--- src/rtl/useq_next.sv ---
module useq_next #(
  parameter int AW = 12,
  parameter int DW = 16,
  parameter int OPW = 9,
  parameter int VW = 8,
  parameter int LCW = 8,
  parameter logic [AW-VW-1:0] UPPER = 4'h4
) (
  input  logic           clk,
  input  logic           rst_n,
  input  logic [2:0]     sel,
  input  logic [AW-1:0]  jfield,
  input  logic           cond,
  input  logic [DW-1:0]  ibus,
  input  logic           ir_shift,
  input  logic           ir_pick,
  input  logic           lc_load_bus,
  input  logic           lc_load_imm,
  input  logic [LCW-1:0] lc_imm,
  input  logic           lc_step,
  output logic [AW-1:0]  addr,
  output logic           loop_done
);
  localparam int TBL = 1 << OPW;
  localparam logic [2:0] S_JMP = 3'd1, S_CND = 3'd2, S_CALL = 3'd3,
                         S_RET = 3'd4, S_DSP = 3'd5;

  logic [AW-1:0]  addr_q, nxt_q, sav_q, tgt, link;
  logic [DW-1:0]  ira_q, irb_q;
  logic [LCW-1:0] cnt_q;
  logic [VW-1:0]  vtab [TBL];

  for (genvar g = 0; g < TBL; g++) begin : g_vt
    localparam logic [OPW-1:0] IDX = OPW'(g);
    assign vtab[g] = IDX[OPW-1] ? ~IDX[VW-1:0] : IDX[VW-1:0];
  end

  wire [OPW-1:0] opc = ir_pick ? irb_q[DW-1 -: OPW] : ira_q[DW-1 -: OPW];
  wire [VW-1:0]  vec = vtab[opc];

  always_comb begin
    case (sel)
      S_JMP, S_CALL: tgt = jfield;
      S_CND:         tgt = cond ? jfield : nxt_q;
      S_RET:         tgt = sav_q;
      S_DSP:         tgt = AW'(opc);
      default:       tgt = nxt_q;
    endcase
    link = (sel == S_DSP) ? {UPPER, vec} : tgt + AW'(1);
  end

  always_ff @(posedge clk) begin
    if (!rst_n) begin
      addr_q <= '0;
      nxt_q  <= AW'(1);
      sav_q  <= '0;
      ira_q  <= '0;
      irb_q  <= '0;
      cnt_q  <= '0;
    end else begin
      addr_q <= tgt;
      nxt_q  <= link;
      if (sel == S_CALL) sav_q <= nxt_q;
      if (ir_shift) begin
        ira_q <= ibus;
        irb_q <= ira_q;
      end
      if (lc_load_bus)                  cnt_q <= ibus[LCW-1:0];
      else if (lc_load_imm)             cnt_q <= lc_imm;
      else if (lc_step && cnt_q != '0)  cnt_q <= cnt_q - LCW'(1);
    end
  end

  assign addr      = addr_q;
  assign loop_done = (cnt_q == '0);
endmodule


--- config.mk ---
export PLATFORM = sky130hd
export DESIGN_NAME = useq_next
export DESIGN_NICKNAME = d
export VERILOG_FILES = /design/src/rtl/useq_next.sv
export SDC_FILE = /design/constraint.sdc
export NUM_CORES = 1
export LEC_CHECK = 0
export BUFFER_PORTS_ARGS = -buffer_cell sky130_fd_sc_hd__buf_2
export CORE_MARGIN = 4
export CORE_UTILIZATION = 40
export DETAILED_ROUTE_END_ITERATION = 6
export MAX_ROUTING_LAYER = met4
export PLACE_DENSITY = 0.58
export SLEW_MARGIN = 20
export SYNTH_ARGS = -nofsm -noshare
export SYNTH_HDL_FRONTEND = slang
export SYNTH_SLANG_ARGS = --single-unit
--- constraint.sdc ---
create_clock -name clk -period 3.32 [get_ports clk]
set_input_delay 0.332 -clock clk [delete_from_list [all_inputs] [get_ports clk]]
set_output_delay 0.332 -clock clk [all_outputs]
set_load 0.01 [all_outputs]
==> results of run 1 <==
[metal layers]
metal  wire length, um  part of all wire  vias up
li1                  -                 -     1326
met4               150             0.020        0
met1              3640              0.47     1268
met3               343             0.045       11
met2              3560              0.46       46
met5                 0                 0        -
[layout by cell type, fill, tap and decap left out, types with 3 or more instances in the layout]
cell       instances
xor2_1             7
inv_1              6
o21ai_1            4
nor3b_1            6
buf_4              3
nand2_1           12
o221a_2            3
buf_2             59
dfxtp_1           62
o221ai_1           4
and2_1            11
ha_1               3
nor4_1             3
a221o_1            3
clkbuf_8          11
mux2i_1           44
nor3_1             7
o21ai_0            9
nand3_1            9
o2bb2ai_1          3
xnor2_1            9
nor2_1            50
nor2b_1            3
a21oi_1            8
bufinv_16          3
[sequential cells by signal, summed over array words and instances, names as in the netlist]
signal and count:
nxt_q 12, addr 12, irb_q 9, cnt_q 8, sav_q 12, ira_q 9
[worst paths after layout]
| path | start | endpoint | slack [ns] | cells past startpoint |
|---|---|---|---|---|
| worst min register to register | sav_q[5]$_SDFFE_PN0P_ | sav_q[5]$_SDFFE_PN0P_ | 0.49 | 2 |
| worst max register to register | cnt_q[2]$_SDFFE_PN0P_ | cnt_q[4]$_SDFFE_PN0P_ | 1.05 | 6 |
| worst max-delay path | sel[2] | nxt_q[11]$_SDFF_PP0_ | 0.90 | 7 |
| worst min-delay path | ibus[2] | cnt_q[2]$_SDFFE_PN0P_ | 0.21 | 3 |
[power by group]
| group | leakage, nW | switching [mW] | internal [mW] |
|---|---|---|---|
| registers | 0.508 | 0.0271 | 0.786 |
| logic | 1.02 | 0.168 | 0.128 |
| clock network | 0.124 | 0.284 | 0.541 |
| total | 1.65 | 0.479 | 1.45 |
[worst max-delay path: stages]
cell and delay (ns):
buf_2 0.30, nand3b_1 0.48, buf_4 0.35, o221ai_1 0.32
nand3_1 0.23, nor4b_2 0.28, mux2_1 0.34
[layout make-up]
cell class                      count  area [um2]  share of cell area
Inverter                            7        26.3             0.00698
Sequential cell                    62        1240               0.330
Clock inverter                      3        90.1              0.0239
Clock buffer                       13         159              0.0422
Timing Repair Buffer               62         318              0.0844
Multi-Input combinational cell    247        1800               0.479
Tap cell                          102         128              0.0339
[metrics by stage]
| step | instances | power (mW) |
|---|---|---|
| final | 496 | 1.93 |
| after global routing | 496 | 2.02 |
| after CTS | 496 | 1.95 |
| after detailed placement | 480 | 1.12 |
| after global placement | 480 | 1.12 |
| after floorplan | 337 | 1.04 |
[cell families (layout without fill, tap and decap cells)]
| group | after synthesis | count (layout) | share of synthesized area |
|---|---|---|---|
| xor gates and xnor gates | 16 | 16 | 0.0441 |
| AOI/OAI and AO/OA | 62 | 62 | 0.166 |
| and+or+nand+nor | 119 | 119 | 0.195 |
| muxes | 47 | 47 | 0.150 |
| DFF | 62 | 62 | 0.391 |
| buffers and inverters | 28 | 85 | 0.0421 |
| adders and majority gates | 3 | 3 | 0.0118 |
==> results.py, run 1 <==
metrics = {
    "status": {
        "outcome": "finished clean",
    },
    "cts": {
        "clk_latency_ns": 0.34,
        "root_buffer": "clkbuf_8",
        "cts_hold_buf": 0,
        "cts_tree": "done",
        "cts_buffer_depth": 2,
        "cts.repair.resized": 0,
        "clk_pin_slew_ns": 0.07,
        "cts_made_buffers": 9,
        "cts_setup_buffers": 0,
        "clkSinkCount": 62,
        "htreeDepth": 3,
    },
    "route": {
        "wl_per_cell_um": 15.5,
        "wl_um": 7690,
        "drtIter0Drc": 153,
        "via_count": 2651,
        "remaining_drc_errors": 0,
        "ant_nets": 0,
        "vias_per_cell": 5.34,
        "dr.pass1.iters": 6,
    },
    "final_layout": {
        "stdcell_area_mm2": 0.00376,
        "final_nets": 439,
        "area_growth_pct": 18.5,
        "fillers": 751,
        "fin_util": 0.487,
        "drive_gt1_frac": 0.244,
        "n_antenna_cell": 0,
    },
    "yosys": {
        "synth_edf_count": 0,
        "synthesis.nets": 387,
        "synth_commonest_cells": "dfxtp_1, nor2_1, mux2i_1",
        "syn_area_mm2": 0.00318,
        "synth.most_common_cell": "dfxtp_1",
        "synth_area_leader_cell": "dfxtp_1",
        "async_flop_share": 0,
        "yosys_warnings": 0,
        "netlist-cell-type-count": 63,
        "synth_flop_cell": "dfxtp_1",
        "yosysSeqAreaShare": 0.391,
        "ys_ff_latch": 62,
        "synth_top_area_share": 0.391,
        "netlist_instances": 337,
        "syn_area_per_cell_um2": 9.43,
        "synth_area_leaders": "dfxtp_1, mux2i_1, nor2_1",
    },
    "global_routing": {
        "track_usage": 0.171,
        "grt_start_max_net_pins": 46,
        "antenna_found_initial": 0,
        "grtUsageMet3": 0.0431,
        "grt_pass1_vias": 2613,
        "met1_usage": 0.218,
        "overflow": 0,
        "grt_pass1_wl_um": 12700,
        "grt_most_used_layer": "met2",
        "use_met2": 0.263,
    },
    "worst_setup_path": {
        "critPathArrivalTime_ns": 2.65,
        "worstPathMaxFanout": 20,
        "worst-setup-path-type": "in -> reg",
        "worstPathRequired_ns": 3.54,
        "end_kind": "flop",
        "start_kind": "input pin",
    },
    "sta": {
        "setup_tns_ns": 0,
        "skew_ns": 0.0142,
        "hold_viol_final": 0,
        "rsz0062_at_grt": "no",
        "slew_headroom": 0.410,
        "fmax_mhz": 412,
        "worst_hold_slack_ns": 0.210,
        "setup_ws_ns": 0.896,
        "period_share": 0.730,
        "fin_crit_ns": 2.42,
        "final_max_slew_viol_count": 0,
        "setup_viol": 0,
        "worst-slew-pin-transition_ns": 0.883,
    },
    "min_path": {
        "min_path_type": "in -> reg",
    },
    "die": {
        "initial_utilization": 0.411,
        "die-height_um": 97.1,
        "ioPinCount": 60,
        "fp.dieW_um": 97.1,
        "dieArea_mm2": 0.00943,
        "core.rowCount": 32,
        "coreArea_mm2": 0.00773,
    },
    "place": {
        "dp_slack_ns": 0.581,
        "portBuffers": 59,
        "place_area_mm2": 0.00351,
        "hpwl_um": 5480,
        "routabilityCongestion": 0.819,
    },
    "pwr": {
        "vdd_ir_drop_max_mv": 0.240,
        "leakagePower_nw": 1.65,
        "power_density_mw_per_mm2": 514,
    },
    "run": {
        "maxCapViolations": 0,
    },
}
No activity file was read; power rests on OpenSTA's default activity.
==> run 2, diff against run 1 <==
Settings changed: ABC_AREA from default to 1, PLACE_DENSITY 0.58 to 0.6.
Clock period 3.32 ns to 2 ns, I/O delays scaled along.
==> run 2 against run 1 <==
  * Via count up 25%
  * Register-to-register slack got worse by 0.85 ns
  * Utilization up 0.45 points
  * Sequential share of layout area shrank 2.1 points
  * Cell count grew 34%
  * Clock power rose by 48%
  * Clock skew shrank 0.0044 ns
  * Non-clock buffer count rose by 9
  * Power grew 66%
  * Critical path type is now reg -> reg
  * Combinational power grew 110%
==> results.py, run 2 <==
metrics = {
    "global_routing": {
        "grt_pass1_vias": 3086,
        "grt_start_max_net_pins": 26,
        "antenna_found_initial": 0,
        "overflow": 0,
        "grt_pass1_wl_um": 14700,
        "track_usage": 0.191,
    },
    "yosys": {
        "synth_edf_count": 0,
        "synth_area_leaders": "dfxtp_1, nand2_1, o21ai_0",
        "synthMuxAreaShare": 0,
        "synth_top_family_by_area": "simple AND/OR/NAND/NOR gates",
        "netlist_instances": 491,
        "ys_ff_latch": 62,
        "synth-compound-area-share": 0.194,
        "yosys_warnings": 0,
        "synth_area_leader_cell": "dfxtp_1",
        "syn_area_per_cell_um2": 6.84,
        "netlist-cell-type-count": 37,
        "synth_top_area_share": 0.369,
        "syn_area_mm2": 0.00336,
        "synth_commonest_cells": "nand2_1, inv_1, dfxtp_1",
        "yosysSeqAreaShare": 0.369,
        "synth_xor_area_frac": 0.00521,
        "async_flop_share": 0,
        "synth_flop_cell": "dfxtp_1",
        "yosys.area_share.simple": 0.315,
        "synth.most_common_cell": "nand2_1",
        "synthesis.nets": 541,
        "synth_fa_ha_area_frac": 0.0112,
    },
    "cts": {
        "cts_tree": "done",
        "cts_setup_buffers": 0,
        "cts_buffer_depth": 2,
        "cts_hold_buf": 0,
        "clk_pin_slew_ns": 0.08,
        "root_buffer": "clkbuf_8",
        "htreeDepth": 3,
        "clk_latency_ns": 0.33,
        "cts_made_buffers": 9,
        "cts.repair.resized": 0,
        "clkSinkCount": 62,
    },
    "pwr": {
        "power_mw": 3.22,
        "power_density_mw_per_mm2": 801,
        "vdd_ir_drop_max_mv": 0.520,
        "leakagePower_nw": 1.90,
    },
    "route": {
        "drtIter0Drc": 185,
        "remaining_drc_errors": 0,
        "dr.pass1.iters": 4,
        "via_count": 3304,
        "vias_per_cell": 4.95,
        "wl_per_cell_um": 13.2,
        "ant_nets": 0,
        "wl_um": 8830,
    },
    "sta": {
        "worst-slew-pin-transition_ns": 0.517,
        "period_share": 0.898,
        "setup_ws_ns": 0.204,
        "rsz0062_at_grt": "no",
        "fmax_mhz": 557,
        "skew_ns": 0.00982,
        "setup_viol": 0,
        "slew_headroom": 0.655,
        "fin_crit_ns": 1.80,
        "final_max_slew_viol_count": 0,
        "setup_tns_ns": 0,
        "hold_viol_final": 0,
        "worst_hold_slack_ns": 0.126,
    },
    "die": {
        "coreArea_mm2": 0.00818,
        "ioPinCount": 60,
        "initial_utilization": 0.411,
        "core.rowCount": 33,
        "fp.dieW_um": 99.7,
        "die-height_um": 99.7,
        "dieArea_mm2": 0.00993,
    },
    "place": {
        "routabilityCongestion": 0.922,
        "hpwl_um": 6730,
        "portBuffers": 59,
        "dp_slack_ns": 0.114,
    },
    "run": {
        "maxCapViolations": 0,
    },
    "min_path": {
        "min_path_type": "in -> reg",
        "timing.hold.worst_path_depth": 3,
    },
    "worst_setup_path": {
        "worst-setup-path-type": "reg -> reg",
        "critPathArrivalTime_ns": 2.05,
        "worstPathMaxFanout": 3,
        "worstPathRequired_ns": 2.26,
        "reg2regPathDepth": 11,
        "end_kind": "flop",
        "start_kind": "flop",
    },
    "final_layout": {
        "area_growth_pct": 19.6,
        "drive_gt1_frac": 0.217,
        "final_nets": 607,
        "final_common_cell": "nand2_1",
        "mostFrequentLayoutCells": "nand2_1, inv_1, dfxtp_1",
        "n_antenna_cell": 0,
    },
    "status": {
        "outcome": "finished clean",
    },
}
[run 2: changes by cell type in the layout (fill, tap and decap cells not counted), moves of 7 or more]
cell / change
a21oi_1: +35
mux2i_1: -44
xnor2_1: -8
nand2_1: +83
nor2_4: +7
and2_1: -11
a31oi_1: +7
buf_4: +9
o21ai_0: +45
nand3_1: +14
inv_1: +63
[run 2: final cells by class]
type / count / area, um2
fillers: 868 / 4160
multi-input cells: 340 / 1770
flip-flops and latches: 62 / 1240
repair buffers: 71 / 385
inverters: 73 / 274
well taps: 105 / 131
clock buffers: 9 / 124
clock inverters: 7 / 97.6
[run 2: final timing paths]
kind                    startpoint                endpoint  slack [ns]
max          ira_q[7]$_SDFFE_PN0P_     nxt_q[8]$_SDFF_PP0_        0.20
min                       ibus[12]  ira_q[12]$_SDFFE_PN0P_        0.13
max reg2reg  ira_q[7]$_SDFFE_PN0P_     nxt_q[8]$_SDFF_PP0_        0.20
min reg2reg  sav_q[7]$_SDFFE_PN0P_   sav_q[7]$_SDFFE_PN0P_        0.46
[run 2: worst max-delay path: stages (launching register included)]
cell	delay, ns
dfxtp_1	0.33
inv_1	0.05
nand2_1	0.05
o21ai_0	0.09
buf_4	0.16
o21a_4	0.20
nand3_4	0.06
ha_1	0.14
inv_1	0.10
nor3_2	0.28
nand3b_1	0.12
a21oi_1	0.14
[run 2: power by group]
group          internal (mW)  leakage [nW]  total (mW)  switching (mW)
Combinational          0.228          1.29       0.623           0.395
Clock                  0.705         0.106        1.22           0.519
Sequential              1.33         0.512        1.37          0.0439
[run 2: routing by layer]
| layer | vias to the layer above | GRT usage | wire length, um |
|---|---|---|---|
| li1 | 1727 | - | - |
| met1 | 1469 | 0.245 | 4180 |
| met2 | 92 | 0.289 | 4050 |
| met3 | 16 | 0.0477 | 433 |
| met4 | 0 | 0.0693 | 172 |
| met5 | - | - | 0 |
[run 2: metrics by stage]
step | instance area [um2] | util | cells
4_1_cts | 4020 | 0.492 | 667
3_3_place_gp | 3800 | 0.464 | 651
5_1_grt | 4020 | 0.492 | 667
2_1_floorplan | 3360 | - | 491
3_5_place_dp | 3800 | 0.464 | 651
6_report | 4020 | 0.492 | 667
[run 2: cells by family (layout without fill, tap and decap cells)]
family / Yosys count / in the layout
buffers and inverters: 89 / 160
adder cells (fa/ha/maj): 3 / 3
XOR/XNOR: 2 / 2
flip-flops: 62 / 62
AND/OR/NAND/NOR: 215 / 215
AO/OA/AOI/OAI: 120 / 120
